$ cat config.mk
export PLATFORM = sky130hd
export DESIGN_NAME = cpu_standby_gate
export DESIGN_NICKNAME = d
export VERILOG_FILES = /design/src/rtl/pmc_pkg.sv /design/src/rtl/pmc_rst_sync.sv /design/src/rtl/pmc_wake_sync.sv /design/src/rtl/pmc_idle_timer.sv /design/src/rtl/pmc_fsm.sv /design/src/rtl/pmc_clk_gate.sv /design/src/rtl/cpu_standby_gate.sv
export SDC_FILE = /design/constraint.sdc
export NUM_CORES = 1
export LEC_CHECK = 0
export ABC_AREA = 0
export BUFFER_PORTS_ARGS = -buffer_cell sky130_fd_sc_hd__buf_2
export CAP_MARGIN = 0
export CORE_ASPECT_RATIO = 1.2
export CORE_MARGIN = 5
export CORE_UTILIZATION = 35
export DETAILED_ROUTE_END_ITERATION = 6
export SKIP_LAST_GASP = 1
export SLEW_MARGIN = 15
export SYNTH_ARGS = -nofsm -noshare
export SYNTH_HDL_FRONTEND = slang
export SYNTH_HIERARCHICAL = 1
export SYNTH_SLANG_ARGS = --single-unit
$ cat constraint.sdc
create_clock -name clk_osc -period 0.8 [get_ports clk_osc]
set_input_delay 0.12 -clock clk_osc [delete_from_list [all_inputs] [get_ports clk_osc]]
set_output_delay 0.12 -clock clk_osc [all_outputs]
set_load 0.02 [all_outputs]
$ cat src/rtl/pmc_pkg.sv
package pmc_pkg;

  typedef enum logic [1:0] {
    PM_RUN  = 2'b00,
    PM_STBY = 2'b01,
    PM_PDN  = 2'b10
  } pm_state_e;

  localparam int unsigned N_WAKE   = 3;
  localparam int unsigned WK_DTE   = 0;
  localparam int unsigned WK_RING  = 1;
  localparam int unsigned WK_HCHAR = 2;

endpackage

$ cat src/rtl/pmc_rst_sync.sv
module pmc_rst_sync #(
  parameter int unsigned STAGES = 2
) (
  input  logic clk,
  input  logic rst_i,
  output logic rst_n_o
);

  logic [STAGES-1:0] chain_q;

  always_ff @(posedge clk or posedge rst_i) begin
    if (rst_i) begin
      chain_q <= '0;
    end else begin
      chain_q <= {chain_q[STAGES-2:0], 1'b1};
    end
  end

  assign rst_n_o = chain_q[STAGES-1];

endmodule

$ cat src/rtl/pmc_wake_sync.sv
module pmc_wake_sync #(
  parameter int unsigned N      = 3,
  parameter int unsigned STAGES = 2
) (
  input  logic         clk,
  input  logic         rst_n,
  input  logic [N-1:0] line_i,
  output logic [N-1:0] rise_o
);

  genvar g;
  generate
    for (g = 0; g < N; g++) begin : g_line
      logic [STAGES-1:0] sync_q;
      logic              prev_q;
      logic              sync_d;

      assign sync_d = sync_q[STAGES-1];

      always_ff @(posedge clk or negedge rst_n) begin
        if (!rst_n) begin
          sync_q <= '0;
          prev_q <= 1'b0;
        end else begin
          sync_q <= {sync_q[STAGES-2:0], line_i[g]};
          prev_q <= sync_d;
        end
      end

      assign rise_o[g] = sync_d & ~prev_q;

      AST_RISE_SINGLE: assert property (@(posedge clk) disable iff (!rst_n)
        rise_o[g] |=> !rise_o[g]) else $error("rise pulse longer than one cycle");
    end
  endgenerate

endmodule

$ cat src/rtl/pmc_idle_timer.sv
module pmc_idle_timer #(
  parameter int unsigned CNT_W = 8
) (
  input  logic             clk,
  input  logic             rst_n,
  input  logic             run_i,
  input  logic             stby_en_i,
  input  logic             on_hook_i,
  input  logic             host_act_i,
  input  logic [CNT_W-1:0] lim_i,
  output logic             tmo_o
);

  logic             qualify;
  logic [CNT_W-1:0] cnt_q;
  logic [CNT_W-1:0] cnt_d;
  logic             cnt_en;

  assign qualify = run_i & stby_en_i & on_hook_i & ~host_act_i;

  always_comb begin
    cnt_en = 1'b0;
    cnt_d  = cnt_q;
    if (!qualify) begin
      cnt_en = 1'b1;
      cnt_d  = '0;
    end else if (cnt_q < lim_i) begin
      cnt_en = 1'b1;
      cnt_d  = cnt_q + 1'b1;
    end
  end

  always_ff @(posedge clk or negedge rst_n) begin
    if (!rst_n) begin
      cnt_q <= '0;
    end else if (cnt_en) begin
      cnt_q <= cnt_d;
    end
  end

  assign tmo_o = qualify & (cnt_q >= lim_i);

  AST_STROBE_CLEARS: assert property (@(posedge clk) disable iff (!rst_n)
    host_act_i |=> (cnt_q == '0)) else $error("strobe did not clear count");
  AST_NO_TMO_OFFHOOK: assert property (@(posedge clk) disable iff (!rst_n)
    (!on_hook_i || !stby_en_i) |-> !tmo_o) else $error("timeout without permission");

endmodule

$ cat src/rtl/pmc_fsm.sv
module pmc_fsm
  import pmc_pkg::*;
(
  input  logic              clk,
  input  logic              rst_n,
  input  logic              tmo_i,
  input  logic              pd_req_i,
  input  logic [N_WAKE-1:0] rise_i,
  output pm_state_e         state_o
);

  pm_state_e st_q;
  pm_state_e st_d;
  logic      wake_any;
  logic      dte_rise;

  assign wake_any = |rise_i;
  assign dte_rise = rise_i[WK_DTE];

  always_comb begin
    st_d = st_q;
    unique case (st_q)
      PM_RUN: begin
        if (pd_req_i)   st_d = PM_PDN;
        else if (tmo_i) st_d = PM_STBY;
      end
      PM_STBY: begin
        if (wake_any) st_d = PM_RUN;
      end
      PM_PDN: begin
        if (dte_rise) st_d = PM_RUN;
      end
      default: st_d = PM_RUN;
    endcase
  end

  always_ff @(posedge clk or negedge rst_n) begin
    if (!rst_n) begin
      st_q <= PM_RUN;
    end else begin
      st_q <= st_d;
    end
  end

  assign state_o = st_q;

  AST_STATE_LEGAL: assert property (@(posedge clk) disable iff (!rst_n)
    st_q != pm_state_e'(2'b11)) else $error("illegal state");
  AST_PD_ENTRY: assert property (@(posedge clk) disable iff (!rst_n)
    (st_q == PM_RUN && pd_req_i) |=> (st_q == PM_PDN)) else $error("power-down not entered");
  AST_STBY_HOLD: assert property (@(posedge clk) disable iff (!rst_n)
    (st_q == PM_STBY && !wake_any) |=> (st_q == PM_STBY)) else $error("standby left without wake");
  AST_PD_HOLD: assert property (@(posedge clk) disable iff (!rst_n)
    (st_q == PM_PDN && !dte_rise) |=> (st_q == PM_PDN)) else $error("power-down left without terminal-ready");
  AST_WAKE_EXIT: assert property (@(posedge clk) disable iff (!rst_n)
    (st_q == PM_STBY && wake_any) |=> (st_q == PM_RUN)) else $error("wake ignored");

endmodule

$ cat src/rtl/pmc_clk_gate.sv
module pmc_clk_gate
  import pmc_pkg::*;
(
  input  logic      clk,
  input  logic      rst_n,
  input  pm_state_e state_i,
  output logic      cpu_en_o,
  output logic      per_en_o
);

  logic cpu_en_d;
  logic per_en_d;
  logic cpu_en_q;
  logic per_en_q;

  always_comb begin
    cpu_en_d = (state_i == PM_RUN);
    per_en_d = (state_i != PM_PDN);
  end

  always_ff @(negedge clk or negedge rst_n) begin
    if (!rst_n) begin
      cpu_en_q <= 1'b1;
      per_en_q <= 1'b1;
    end else begin
      cpu_en_q <= cpu_en_d;
      per_en_q <= per_en_d;
    end
  end

  assign cpu_en_o = cpu_en_q;
  assign per_en_o = per_en_q;

  AST_PD_CPU_OFF: assert property (@(posedge clk) disable iff (!rst_n)
    !per_en_q |-> !cpu_en_q) else $error("core clocked while peripherals stopped");
  AST_STBY_CPU_OFF: assert property (@(negedge clk) disable iff (!rst_n)
    (state_i == PM_STBY) |=> !cpu_en_q) else $error("core clock on in standby");
  AST_STBY_PER_ON: assert property (@(negedge clk) disable iff (!rst_n)
    (state_i == PM_STBY) |=> per_en_q) else $error("peripheral clock off in standby");

endmodule

$ cat src/rtl/cpu_standby_gate.sv
module cpu_standby_gate
  import pmc_pkg::*;
#(
  parameter int unsigned CNT_W      = 8,
  parameter int unsigned SYNC_DEPTH = 2
) (
  input  logic             clk_osc,
  input  logic             rst,
  input  logic             wake_dte_rdy,
  input  logic             wake_ring_det,
  input  logic             wake_host_char,
  input  logic             on_hook,
  input  logic             host_act,
  input  logic             stby_en,
  input  logic             pd_req,
  input  logic [CNT_W-1:0] idle_lim,
  output logic             cpu_clk_en,
  output logic             per_clk_en,
  output logic [1:0]       pm_state
);

  logic              rst_n;
  logic [N_WAKE-1:0] wake_lines;
  logic [N_WAKE-1:0] wake_rise;
  logic              tmo;
  pm_state_e         state;

  always_comb begin
    wake_lines           = '0;
    wake_lines[WK_DTE]   = wake_dte_rdy;
    wake_lines[WK_RING]  = wake_ring_det;
    wake_lines[WK_HCHAR] = wake_host_char;
  end

  pmc_rst_sync #(.STAGES(2)) u_rst (
    .clk     (clk_osc),
    .rst_i   (rst),
    .rst_n_o (rst_n)
  );

  pmc_wake_sync #(.N(N_WAKE), .STAGES(SYNC_DEPTH)) u_wake (
    .clk    (clk_osc),
    .rst_n  (rst_n),
    .line_i (wake_lines),
    .rise_o (wake_rise)
  );

  pmc_idle_timer #(.CNT_W(CNT_W)) u_tmr (
    .clk        (clk_osc),
    .rst_n      (rst_n),
    .run_i      (state == PM_RUN),
    .stby_en_i  (stby_en),
    .on_hook_i  (on_hook),
    .host_act_i (host_act),
    .lim_i      (idle_lim),
    .tmo_o      (tmo)
  );

  pmc_fsm u_fsm (
    .clk      (clk_osc),
    .rst_n    (rst_n),
    .tmo_i    (tmo),
    .pd_req_i (pd_req),
    .rise_i   (wake_rise),
    .state_o  (state)
  );

  pmc_clk_gate u_gate (
    .clk      (clk_osc),
    .rst_n    (rst_n),
    .state_i  (state),
    .cpu_en_o (cpu_clk_en),
    .per_en_o (per_clk_en)
  );

  assign pm_state = state;

  AST_RUN_NEEDS_PERMIT: assert property (@(posedge clk_osc) disable iff (!rst_n)
    (pm_state == 2'b00 && !pd_req && !(stby_en && on_hook)) |=> (pm_state == 2'b00))
    else $error("run left without permission");

endmodule

# Word level (Yosys, flattened, before mapping)
# Cells that the tools add are included.
# word_totals
romBits	0
register_bits	23
ram_bits	0
latchBits	0
elab_cells	45
in_bits	17
n_memories	0
# classes
n_shift	0
n_reduce_logical	4
order_cmp	2
n_mul	0
mux	9
eq_ne	7
addsub	1
n_div	0
bitwise_logic	11
# ops
cell	n
8-bit 2-to-1 mux	2
8-bit by 1-bit adder with 8-bit output (second input constant)	1
8-bit >= comparator	1
8-bit < comparator	1
2-bit 2-to-1 mux	4
1-bit AND	7
2-bit case mux with 3 select lines	1
2-bit by 1-bit != test with 1-bit output (second input constant)	2
2-bit != test (second input constant)	2
1-bit NOT	4
3-bit != test (second input constant)	1
3-bit AND reduction	1
3-bit OR reduction	1
2-bit by 1-bit equality test with 1-bit output (second input constant)	1
2-bit equality test (second input constant)	1
2-bit logical NOT	1
1-bit 2-to-1 mux	2
2-bit AND reduction	1

# Depth between registers and ports, before layout
# logic_depth
word_depth	8
ltp_mapped	10

# Cells and area by module
# The synthesis kept the hierarchy.
# modules_own_cells
module	cells_each	instances	area_each_um2
pmc_idle_timer	75	1	646.9
pmc_wake_sync	12	1	266.5
pmc_fsm	8	1	91.3
pmc_clk_gate	5	1	66.3
pmc_rst_sync	4	1	57.6
cpu_standby_gate	1	1	3.8

==> results.md <==
* Status: finished with violations
* Failing checks: setup timing
* Register area at 583.1 um2
* Worst path slowest cell: dfrtp_1
* Synth area leaders: dfrtp_1 (46%), ha_1 (9.9%), dfstp_2 (4.6%), a21oi_1 (4.4%), nor2b_4 (3.6%)
* Register area share after synthesis at 51.05%
* Clk slew on worst S/H paths at between 0.1 and 0.15 ns
* RSZ-0062 raised after global routing: true
* Area of the core at between 0.003 and 0.004 mm2
* Core Util, Final at 54.26%
* Avg WL per Cell at around 13 um
* Peak VDD IR at 1.260 mV
* Antenna Violating Nets Remaining at 0
* Net Count, Synth at 131
* Nets at 181
* Setup ws final at -1.111 ns
* Worst path max stage delay at 0.43 ns
* Critical Path, Cell by Cell: ha_4 -> nor2b_4 -> o211ai_1 -> a21oi_2 -> buf_6 -> buf_4 -> or3_1 -> a21oi_2
* GPL Wtd Cong at 0.8427
* Starting Density at a little under two fifths
* Synth cell count leaders: dfrtp_1 (21), a21oi_1 (10), inv_1 (10)
* Startpoint class of the critical path: register
* Worst EP required at 1.06 ns
* Grt total ovfl at 0
* Crit Path Max Fanout at 10
* Antenna Cells at 0
* Synth Area per Inst at 10.78 um2
* Final hold vios at 0
* Port Buffers at 20
* Share of the synthesized area in the top cell type at 46.41%
* Pin count of the biggest net entering global routing at 20
* Yosys reg bits at 23
* H-tree lvl count at 1
* Dpl hpwl at about 1800 um
* Post-synth EDFFs at 0
* DR DRC count at 0
* Final setup TNS at -11.85 ns
* I/O Pins at 21
* CTS max path bufs at 2
* Initial DRC count at 28
* Filler Cell Count at ~260
* Layout area overhead at 47.73%
* Cts bufs inserted at 3
* Die area at ~0.0045 mm2
* Num rows at 22
* Final period utilization at 238.8%
* Vias per cell at 5.026
* Synth area leader: dfrtp_1
* Total GRT Usage at between 10% and 20%
* Die width at 61.93 um
* WS Path Type: reg2reg
* Worst-skew pair later-pin latency at 0.37 ns
* Fin crit period at 1.911 ns
* Top-count cell post-synth: dfrtp_1
* Post-synthesis async set-or-reset flop share at 100.0%
* Slew Limit Fails at 0
* Cell leakage power at 0.7742 nW
* CTS sink count at 23
* Initial antenna violation count at 0
* First-pass GRT wire length at just over 4000 um
* Worst min path class: in2reg
* Fmax at about 520 MHz
* Vias in the first global route at between 900 and 1,000
* Clk_skew at 0.05488 ns
* Max Cap Viol at 0
* Layout cell share with drive strength beyond 1 at 45.45%
* Total Routed Length at between 2000 and 3000 um
* PwrDens at approximately 1600 mW/mm2
* Cells after synthesis at ~110
* Routed vias at 955
* Post-Syn Area at 0.001132 mm2
* Die height at 72.31 um
* Multi-input combinational cell area at 620.6 um2
* Top_reg_cell synth: dfrtp_1
* TritonCTS clock tree: done
* Total iterations of the first detailed-routing run at 4
* Hold_ws at 0.05525 ns
* CP Capture Type: register
* Root buf cell: clkbuf_4
* Ys Warns at 6
* Crit path DAT at ~2.2 ns
* Top Family by Delay on Critical Path: compound AO/OA/AOI/OAI gates
* Final setup fails at 16
* Cell mode on critical path: a21oi_2
* Library cells used by synthesis at 29
* Worst path bufs/invs at 2
worst register-to-register path, delay by kind of cell, from the launching register on:
kind | cells | cell delay, ns
AO/OA/AOI/OAI | 3 | 0.46
adder cells (fa/ha/maj) | 1 | 0.23
buffers and inverters | 2 | 0.28
flip-flops | 1 | 0.43
AND/OR/NAND/NOR | 2 | 0.45
registers in the layout, indices dropped and copies added (netlist names):
name,cells
u_rst/chain_q,2
u_tmr/cnt_q,8
u_wake/g_line.sync_q,6
u_gate/per_en_o,1
u_fsm/state_o,2
u_wake/g_line.prev_q,3
u_gate/cpu_en_o,1
layout by cell type (no fill, tap or decap), types with 2 or more instances in the layout:
cell            n
buf_4          19
dfrtp_1        19
buf_2          16
inv_1          11
buf_6           6
a21oi_2         6
nand4_1         6
nand2_1         5
or3_1           5
ha_1            5
dlygate4sd3_1   4
nor2b_4         4
a21oi_1         4
o21ai_0         4
ha_4            4
nor2_1          3
clkbuf_4        3
nand2b_1        3
o211ai_1        3
dfstp_2         2
a21oi_4         2
o31ai_1         2
or4_1           2
timing repair:
item / in CTS / in global routing
setup buffers: 5 / 3
pin swaps: 8 / 2
hold endpoints to repair: 5 / 0
hold buffers: 4 / 0
endpoints found under the setup margin: 16 / 16
resized for setup: 16 / 8
layout make-up:
type                    count  share of cell area (%)
repair buffers             45                   19.75
well taps                  36                   2.693
inverters                   9                   2.019
clock inverters             3                   2.244
multi-input cells          71                   37.10
flip-flops and latches     23                   34.85
clock buffers               3                   1.346
cell families (layout without fill, tap and decap cells):
kind of cell / count (synthesis) / after routing / share of synthesized area [%]
compound gates: 24 / 24 / 12.93
fa+ha+maj: 9 / 9 / 9.945
other cells: 1 / 1 / 0.3312
buf+inv: 11 / 60 / 3.757
flops: 23 / 23 / 51.05
simple gates: 37 / 37 / 21.99
metrics by stage:
stage	total power, mW	setup slack, ns	instances	area, um2
finish	2.660	-1.111	190	1673
global route	2.783	-1.191	190	1673
CTS	2.658	-1.090	189	1627
detailed placement	1.674	-1.177	176	1438
global placement	1.662	-1.101	176	1438
floorplan	1.519	-1.187	105	1184
routing by layer:
metal	global-route usage (%)	routed length, um
met2	21.19	1308
met3	2.669	100
met1	15.06	1080
met5	0	0
met4	7.075	67
power breakdown:
group | total, mW | switching (mW) | internal (mW)
registers | 1.29 | 0.0372 | 1.26
logic | 0.447 | 0.215 | 0.232
clock network | 0.919 | 0.399 | 0.520
total | 2.66 | 0.652 | 2.01
worst paths after layout:
kind | from | to | cells after the start | slack, ns
max | u_tmr/cnt_q[1]$_DFFE_PN0P_ | u_tmr/cnt_q[6]$_DFFE_PN0P_ | 8 | -1.11
min | pd_req | u_fsm/state_o[1]$_DFFE_PN0P_ | 3 | 0.06
max reg2reg | u_tmr/cnt_q[1]$_DFFE_PN0P_ | u_tmr/cnt_q[6]$_DFFE_PN0P_ | 8 | -1.11
min reg2reg | u_rst/chain_q[1]$_DFF_PP0_ | u_wake/g_line[1].sync_q[1]$_DFF_PN0_ | 1 | 0.32
max in group asynchronous | u_rst/chain_q[1]$_DFF_PP0_ | u_gate/cpu_en_o$_DFF_NN1_ | 0 | 0.13
min in group asynchronous | rst | u_rst/chain_q[1]$_DFF_PP0_ | 3 | 0.17
Note: power is estimated with default switching activity, not from simulation.
